File: config.mk
export PLATFORM = sky130hd
export DESIGN_NAME = store_order_queue
export DESIGN_NICKNAME = d
export VERILOG_FILES = /design/src/rtl/sq_pkg.sv /design/src/rtl/sq_datapath.sv /design/src/rtl/sq_control.sv /design/src/rtl/store_order_queue.sv
export SDC_FILE = /design/constraint.sdc
export NUM_CORES = 1
export LEC_CHECK = 0
export BUFFER_PORTS_ARGS = -buffer_cell sky130_fd_sc_hd__buf_4
export CORE_AREA = 2 2 374 376
export DETAILED_ROUTE_END_ITERATION = 8
export DIE_AREA = 0 0 376 378
export SKIP_LAST_GASP = 1
export SYNTH_ARGS = -nofsm -noshare
export SYNTH_HDL_FRONTEND = slang
export SYNTH_SLANG_ARGS = --single-unit
File: constraint.sdc
create_clock -name clk -period 4.1 [get_ports clk]
set_clock_uncertainty 0.05 [all_clocks]
set_input_delay 0.82 -clock clk [delete_from_list [all_inputs] [get_ports clk]]
set_output_delay 0.82 -clock clk [all_outputs]
set_load 0.005 [all_outputs]
File: src/rtl/sq_pkg.sv
package sq_pkg;

  typedef enum logic [1:0] {
    DST_CACHE   = 2'd0,
    DST_BUS     = 2'd1,
    DST_REG     = 2'd2,
    DST_REG_ALT = 2'd3
  } sqDest_e;

  typedef struct packed {
    logic push;
    logic pop;
  } sqStrobe_t;

endpackage

File: src/rtl/sq_datapath.sv
module sq_datapath
  import sq_pkg::*;
#(
  parameter int DEPTH = 8,
  parameter int AW    = 32,
  parameter int DW    = 64,
  parameter int MW    = 8
) (
  input  logic          clk,
  input  logic          rstN,
  input  sqStrobe_t     strb,
  input  logic [1:0]    inClass,
  input  logic          inMiss,
  input  logic [AW-1:0] inAddr,
  input  logic [DW-1:0] inData,
  input  logic [MW-1:0] inMask,
  output logic [1:0]    headClass,
  output logic          headMiss,
  output logic [AW-1:0] headAddr,
  output logic [DW-1:0] headData,
  output logic [MW-1:0] headMask
);

  localparam int PW = (DEPTH > 1) ? $clog2(DEPTH) : 1;
  localparam logic [PW-1:0] LAST = PW'(DEPTH - 1);

  logic [PW-1:0] wrPtr, rdPtr;
  logic [1:0]    slotClass [DEPTH];
  logic          slotMiss  [DEPTH];
  logic [AW-1:0] slotAddr  [DEPTH];
  logic [DW-1:0] slotData  [DEPTH];
  logic [MW-1:0] slotMask  [DEPTH];

  always_ff @(posedge clk) begin
    if (!rstN) begin
      wrPtr <= '0;
      rdPtr <= '0;
    end else begin
      if (strb.push) wrPtr <= (wrPtr == LAST) ? '0 : wrPtr + 1'b1;
      if (strb.pop)  rdPtr <= (rdPtr == LAST) ? '0 : rdPtr + 1'b1;
    end
  end

  for (genvar i = 0; i < DEPTH; i++) begin : gSlot
    always_ff @(posedge clk) begin
      if (strb.push && wrPtr == PW'(i)) begin
        slotClass[i] <= inClass;
        slotMiss[i]  <= inMiss;
        slotAddr[i]  <= inAddr;
        slotData[i]  <= inData;
        slotMask[i]  <= inMask;
      end
    end
  end

  assign headClass = slotClass[rdPtr];
  assign headMiss  = slotMiss[rdPtr];
  assign headAddr  = slotAddr[rdPtr];
  assign headData  = slotData[rdPtr];
  assign headMask  = slotMask[rdPtr];

endmodule

File: src/rtl/sq_control.sv
module sq_control
  import sq_pkg::*;
#(
  parameter int DEPTH = 8
) (
  input  logic       clk,
  input  logic       rstN,
  input  logic       issueValid,
  input  logic [1:0] headClass,
  input  logic       headMiss,
  input  logic       fillDone,
  input  logic       cacheReady,
  input  logic       busReady,
  input  logic       regReady,
  output sqStrobe_t  strb,
  output logic       full,
  output logic       empty,
  output logic       cacheValid,
  output logic       busValid,
  output logic       regValid
);

  localparam int CW = $clog2(DEPTH + 1);

  logic [CW-1:0] count;
  logic          fillSeen;
  logic          headLive, headIsMiss, waitFill;

  assign headLive   = (count != '0);
  assign headIsMiss = (headClass == DST_CACHE) && headMiss;
  assign waitFill   = headIsMiss && !fillSeen;

  assign cacheValid = headLive && (headClass == DST_CACHE) && !waitFill;
  assign busValid   = headLive && (headClass == DST_BUS);
  assign regValid   = headLive && headClass[1];

  assign full  = (count == CW'(DEPTH));
  assign empty = !headLive;

  assign strb.push = issueValid && !full;
  assign strb.pop  = (cacheValid && cacheReady) || (busValid && busReady) ||
                     (regValid && regReady);

  always_ff @(posedge clk) begin
    if (!rstN) begin
      count    <= '0;
      fillSeen <= 1'b0;
    end else begin
      case ({strb.push, strb.pop})
        2'b10:   count <= count + 1'b1;
        2'b01:   count <= count - 1'b1;
        default: count <= count;
      endcase
      if (strb.pop)
        fillSeen <= 1'b0;
      else if (fillDone && headLive && headIsMiss)
        fillSeen <= 1'b1;
    end
  end


  no_overflow_chk: assert property (@(posedge clk) disable iff (!rstN)
    full && issueValid && !strb.pop |=> full);


  one_port_chk: assert property (@(posedge clk) disable iff (!rstN)
    $onehot0({cacheValid, busValid, regValid}));


  miss_release_chk: assert property (@(posedge clk) disable iff (!rstN)
    $rose(cacheValid) && headMiss |-> $past(fillDone));


  empty_quiet_chk: assert property (@(posedge clk) disable iff (!rstN)
    empty |-> !(cacheValid || busValid || regValid));

endmodule

File: src/rtl/store_order_queue.sv
module store_order_queue
  import sq_pkg::*;
#(
  parameter int DEPTH = 8,
  parameter int AW    = 32,
  parameter int DW    = 64,
  parameter int MW    = DW / 8
) (
  input  logic          clk,
  input  logic          rstN,
  input  logic          issueValid,
  input  logic [1:0]    issueClass,
  input  logic          issueMiss,
  input  logic [AW-1:0] issueAddr,
  input  logic [DW-1:0] issueData,
  input  logic [MW-1:0] issueMask,
  output logic          full,
  output logic          empty,
  input  logic          fillDone,
  output logic          cacheValid,
  input  logic          cacheReady,
  output logic          busValid,
  input  logic          busReady,
  output logic          regValid,
  input  logic          regReady,
  output logic [AW-1:0] wrAddr,
  output logic [DW-1:0] wrData,
  output logic [MW-1:0] wrMask
);

  sqStrobe_t  strb;
  logic [1:0] headClass;
  logic       headMiss;

  sq_control #(.DEPTH(DEPTH)) u_ctrl (
    .clk(clk), .rstN(rstN), .issueValid(issueValid),
    .headClass(headClass), .headMiss(headMiss), .fillDone(fillDone),
    .cacheReady(cacheReady), .busReady(busReady), .regReady(regReady),
    .strb(strb), .full(full), .empty(empty),
    .cacheValid(cacheValid), .busValid(busValid), .regValid(regValid)
  );

  sq_datapath #(.DEPTH(DEPTH), .AW(AW), .DW(DW), .MW(MW)) u_data (
    .clk(clk), .rstN(rstN), .strb(strb),
    .inClass(issueClass), .inMiss(issueMiss), .inAddr(issueAddr),
    .inData(issueData), .inMask(issueMask),
    .headClass(headClass), .headMiss(headMiss),
    .headAddr(wrAddr), .headData(wrData), .headMask(wrMask)
  );


  hold_stable_chk: assert property (@(posedge clk) disable iff (!rstN)
    (cacheValid && !cacheReady) || (busValid && !busReady) || (regValid && !regReady)
    |=> $stable(wrAddr) && $stable(wrData) && $stable(wrMask));

endmodule

==> results of run 1 <==
-- registers in the layout, summed over array words and instances (netlist names), named ones only --
signal / flops
u_data.slotClass: 16
u_ctrl.fillSeen: 1
u_data.slotMask: 64
u_data.rdPtr: 3
u_ctrl.count: 4
u_data.slotAddr: 256
u_data.slotMiss: 8
u_data.wrPtr: 3
u_data.slotData: 512
-- kinds of logic (layout without fill, tap and decap cells) --
family                   after synthesis  count (layout)  synth area share (%)
flip-flops                           870             870                  78.9
other                                  0               2                     0
buffers and inverters                 72             454                 0.939
XOR/XNOR                               3               3                0.0798
AO/OA/AOI/OAI                         20              20                 0.494
adder cells (fa/ha/maj)               12              12                 0.479
AND/OR/NAND/NOR                       44              44                 0.760
multiplexers                         325             325                  18.3
-- worst max-delay path, delay by kind of cell, from the launching register on --
kind | cells | cell delay, ns
multiplexers | 2 | 0.87
flip-flops | 1 | 0.49
buffers and inverters | 3 | 0.87
-- routing by layer --
layer | up-vias | part of all wire [%]
li1 | 6383 | -
met5 | - | 0.084
met2 | 357 | 50
met1 | 7910 | 41
met4 | 10 | 2.0
met3 | 95 | 6.7
-- cell type report --
class,instances,area (um^2)
flip-flops and latches,870,26000
clock inverters,61,701
repair buffers,274,2400
inverters,11,41.3
fillers,13405,98000
multi-input cells,404,6660
clock buffers,108,2400
well taps,1807,2260
diodes,2,5.00
-- through the flow --
stage	worst slack [ns]	total power, uW
final	0.194	22400
after global routing	0.00206	23300
after CTS	0.0483	22800
after detailed placement	0.485	14200
after global placement	0.539	14100
after floorplan	0.241	12700
-- placed cells by master (no fill, tap or decap), types with 9 or more instances in the layout --
cell and count:
buf_12 21, buf_4 249, bufinv_16 10, clkbuf_1 14, clkbuf_16 94, clkinv_1 19
clkinv_2 11, dfxtp_1 11, edfxtp_1 856, ha_1 11, inv_1 9, mux2_2 107
mux4_2 210, nand2_1 10
-- final timing paths --
kind | from | end | slack [ns] | cells after the start
setup / recovery | flop | wrData[27] | 0.19 | 5
hold / removal | issueAddr[30] | u_data.slotAddr[4][30]$_DFFE_PP_ | 0.29 | 1
hold reg to reg | u_data.rdPtr[1]$_SDFFE_PN0P_ | flop | 0.44 | 2
setup reg to reg | flop | u_ctrl.count[3]$_SDFFE_PN0P_ | 0.61 | 12
-- what timing repair did --
| item | in CTS | in global routing |
|---|---|---|
| setup endpoints to repair | 51 | 6 |
| cloned | 2 | 0 |
| resized for setup | 3 | 0 |
-- power by group through the flow --
stage	combinational (uW)	clock, uW	sequential (uW)
after floorplan	2110	0	10600
after global placement	3560	0	10600
after detailed placement	3620	0	10600
after CTS	3690	8640	10400
after global routing	3880	8950	10400
final	3580	8400	10400
==> results.ini, run 1 <==
[setup_path]
endpoint_kind=primary output
cp_slowest_cell=mux4_2
crit_path_max_fanout=44
critPathKind=reg2out
crit_chain=buf_4 > buf_16 > mux4_2 > mux2_2 > buf_4
cp_data_required_time_ns=3.23
critPathLaunchType=flop
arrival_ns=3.04
max_stage_delay_ns=0.55
crit_top_cell=buf_4

[sta]
finalHoldViolations=0
setup_viol=0
relSlewSlack_pct=37.0
whs_ns=0.289
slew_violations=0
rsz0062_at_grt=no
setup_tns_ns=0
period_share_pct=95.3
worst_pin_slew_ns=0.945
max_freq_ghz=0.256
post-route-min-period_ns=3.91

[power_and_ir_drop]
swShare_pct=23.8
vdd_drop_max_mv=0.388
pwr-share-clk_pct=37.5
p_seq_share_pct=46.5
comb_power_share_pct=16.0
p_per_area_mw_per_mm2=553
power_switching_uw=5330
leakage_uw=0.0126
intPower_uw=17100

[final_layout]
syn2layout_area_growth_pct=23.0
nets=1780
final_util_pct=29.2
drive_gt1_share_pct=43.2
layout.cells.non_filler=3537
final_area_mm2=0.0405

[logic_synthesis]
synthFlopType=edfxtp_1
syn-instance-count=1346
synth_top_area_cell=edfxtp_1
synth_most_common_cell=edfxtp_1
seq_area_frac_synth_pct=78.9
async_flop_share_pct=0
synth_edf_count=856
synth.cell_area_mm2=0.0329
synth_common_cells=856 x edfxtp_1, 210 x mux4_2, 107 x mux2_2
synth_area_per_cell_um2=24.5
ys_top_cells_by_area=edfxtp_1 78%, mux4_2 14%, mux2_2 3.7%
ys_ff_latch=870
ys_types=46
synth_warnings=0
synth_fp_nets=1472
synth_top_area_share_pct=78.1

[routing]
ant_nets=0
drtPass1Iterations=5
routed_wl_um=72900
avgRoutedWirePerCell_um=20.6
route.vias.total=14755
drc=0
routed_via_density=4.17
drt-initial-drc-count=1082

[global_routing]
grt_pass1_wl_um=106000
globalRoute.totalOverflow=0
track_usage_pct=10.2
first_global_vias=15958
grt_max_degree=111
global_route.usage.met1_pct=12.4
gr-max-usage-layer=met2
gr-usage-met3_pct=3.11
grt_use_met2_pct=17.1
antenna_found_initial=9

[place]
routabilityCongestion=0.686
place.detailed.hpwl_um=41100
placed_cell_area_mm2=0.0373
io_buffers=222
dp_cells=3365

[cts]
tritoncts=yes
cts_hold_buf=0
htreeDepth=3
clock_path_buffers=3
clk-insertion-delay-late_ns=0.67
root_buffer=clkbuf_16
cts_setup_buffers=0
cts_made_buffers=93
clk_pin_slew_ns=0.06
clock_sinks=870

[floorplan]
die_w_um=376
initial_utilization_pct=23.8
ios=223
rows=137
dieArea_mm2=0.142
core_area_mm2=0.139
die_h_um=378

[hold_path]
hold_path_class=in2reg

[run_status]
status=completed

[flow_run]
drv_cap=0

Power figures use the tool's default switching activity.
==> inputs of run 2 (changes only) <==
--- a/config.mk
+++ b/config.mk
@@ -6,9 +6,9 @@
 export NUM_CORES = 1
 export LEC_CHECK = 0
 export BUFFER_PORTS_ARGS = -buffer_cell sky130_fd_sc_hd__buf_4
-export CORE_AREA = 2 2 374 376
+export CORE_AREA = 10 10 382 384
 export DETAILED_ROUTE_END_ITERATION = 8
-export DIE_AREA = 0 0 376 378
+export DIE_AREA = 0 0 392 394
 export SKIP_LAST_GASP = 1
 export SYNTH_ARGS = -nofsm -noshare
 export SYNTH_HDL_FRONTEND = slang
==> run 2 against run 1 <==
Against the previous run: sequential share of layout area increased by 0.14 points; power down 0.43%; flip-flop and latch count stayed put; clock power shrank 2%; critical endpoint is now wrData[1]; largest cell class unchanged; largest power group unchanged.
==> results.ini, run 2 (same netlist as run 1, synthesis figures left out) <==
[run_status]
status=completed

[place]
place.detailed.hpwl_um=45100
pre_cts_ws_ns=0.413
placed_cell_area_mm2=0.0373
routabilityCongestion=0.681
io_buffers=222

[setup_path]
rrSetupSlack_ns=0.45
critPathKind=reg2out
max_stage_delay_ns=0.60
arrival_ns=3.08
setup.worst_path.end=wrData[1]
crit_chain=buf_16 > mux4_2 > mux2_2 > buf_4
reg2regPathDepth=12
cp_slowest_cell=mux4_2
crit_path_max_fanout=102
cp_data_required_time_ns=3.23
endpoint_kind=primary output
critPathLaunchType=flop
r2r-end=u_ctrl.count[3]$_SDFFE_PN0P_

[cts]
root_buffer=clkbuf_16
clk_pin_slew_ns=0.06
tritoncts=yes
clk-insertion-delay-late_ns=0.69
clock_path_buffers=3
clock_sinks=870
cts_made_buffers=94
htreeDepth=3

[final_layout]
final_area_mm2=0.0404
largestRegisters=u_data.slotData x512, u_data.slotAddr x256, u_data.slotMask x64
final.fill_count=13385
syn2layout_area_growth_pct=22.7
layout_common_cells=856 x edfxtp_1, 257 x buf_4, 210 x mux4_2
largest_reg_flops=512
registers.top_by_ff_count=u_data.slotData
nets=1786
layout_commonest_cell=edfxtp_1
drive_gt1_share_pct=43.1

[routing]
drt-initial-drc-count=1124
ant_nets=0
avgRoutedWirePerCell_um=21.7
route.vias.total=14881
routed_wl_um=76800
drtPass1Iterations=8
routed_via_density=4.20
drc=0

[sta]
worst_pin_slew_ns=0.973
period_share_pct=96.4
finalHoldViolations=0
max_freq_ghz=0.253
setup_viol=0
setup_ws_ns=0.147
post-route-min-period_ns=3.95
rsz0062_at_grt=yes
relSlewSlack_pct=35.1
slew_violations=0

[global_routing]
grt_pass1_wl_um=113000
track_usage_pct=9.88
grt_max_degree=107
antenna_found_initial=5
first_global_vias=16301
globalRoute.totalOverflow=0

[floorplan]
ios=223
initial_utilization_pct=23.8
die_w_um=392
dieArea_mm2=0.154
die_h_um=394
rows=137
core_area_mm2=0.139

[flow_run]
drv_cap=0

[power_and_ir_drop]
finalPower_uw=22300
vdd_drop_max_mv=0.387
leakage_uw=0.0126
p_per_area_mw_per_mm2=552

[hold_path]
hold_path_class=in2reg

==> run 2: critical path: cells and delay by family, from the launching register on <==
family,cells,cell delay [ns]
buffers and inverters,2,0.65
muxes,2,0.91
DFF,1,0.54
==> run 2: where the power goes <==
| group | total [uW] | internal (uW) | switching, uW |
|---|---|---|---|
| clock | 8270 | 4810 | 3460 |
| sequential | 10400 | 10300 | 145 |
| combinational | 3590 | 1890 | 1700 |
==> run 2: repair_timing <==
action | CTS | global route
endpoints found under the setup margin | 24 | 32
hold buffers | 0 | 0
cloned | 1 | 0
setup buffers | 0 | 0
resized for setup | 2 | 1
==> run 2: area by class of cell <==
cell class / count / area, um^2 / area share, %
flip-flops and latches: 870 / 26000 / 64.4
multi-input cells: 404 / 6660 / 16.5
clock buffers: 116 / 2480 / 6.13
repair buffers: 279 / 2400 / 5.94
well taps: 1807 / 2260 / 5.60
clock inverters: 54 / 553 / 1.37
inverters: 11 / 41.3 / 0.102
diodes: 1 / 2.50 / 0.00620
==> run 2: metrics by stage <==
| step | utilization, % | std cells | TNS (ns) | hold WS (ns) |
|---|---|---|---|---|
| after floorplan | - | 1346 | 0 | 0.408 |
| after global placement | 26.9 | 3372 | 0 | 0.412 |
| after detailed placement | 26.9 | 3372 | 0 | 0.429 |
| after CTS | 29.2 | 3542 | -0.0627 | 0.218 |
| after global routing | 29.2 | 3541 | -0.399 | 0.255 |
| final | 29.2 | 3542 | 0 | 0.305 |
==> run 2: routing by layer <==
layer | global-route usage, % | vias to the layer above | share of wire, %
li1 | - | 6381 | -
met4 | 3.27 | 10 | 2.2
met5 | 0 | - | 0.11
met1 | 12.5 | 7926 | 42
met2 | 16.2 | 444 | 49
met3 | 2.81 | 120 | 6.9
==> run 2: worst min-delay path by stage <==
stage	startpoint	endpoint	cells past startpoint
final	issueData[24]	u_data.slotData[1][24]$_DFFE_PP_	1
after CTS	issueData[2]	u_data.slotData[5][2]$_DFFE_PP_	1
after global routing	issueData[2]	u_data.slotData[3][2]$_DFFE_PP_	1
after floorplan	u_data.rdPtr[1]$_SDFFE_PN0P_	flop	2
after global placement	u_data.rdPtr[2]$_SDFFE_PN0P_	flop	2
after detailed placement	u_data.rdPtr[2]$_SDFFE_PN0P_	flop	2
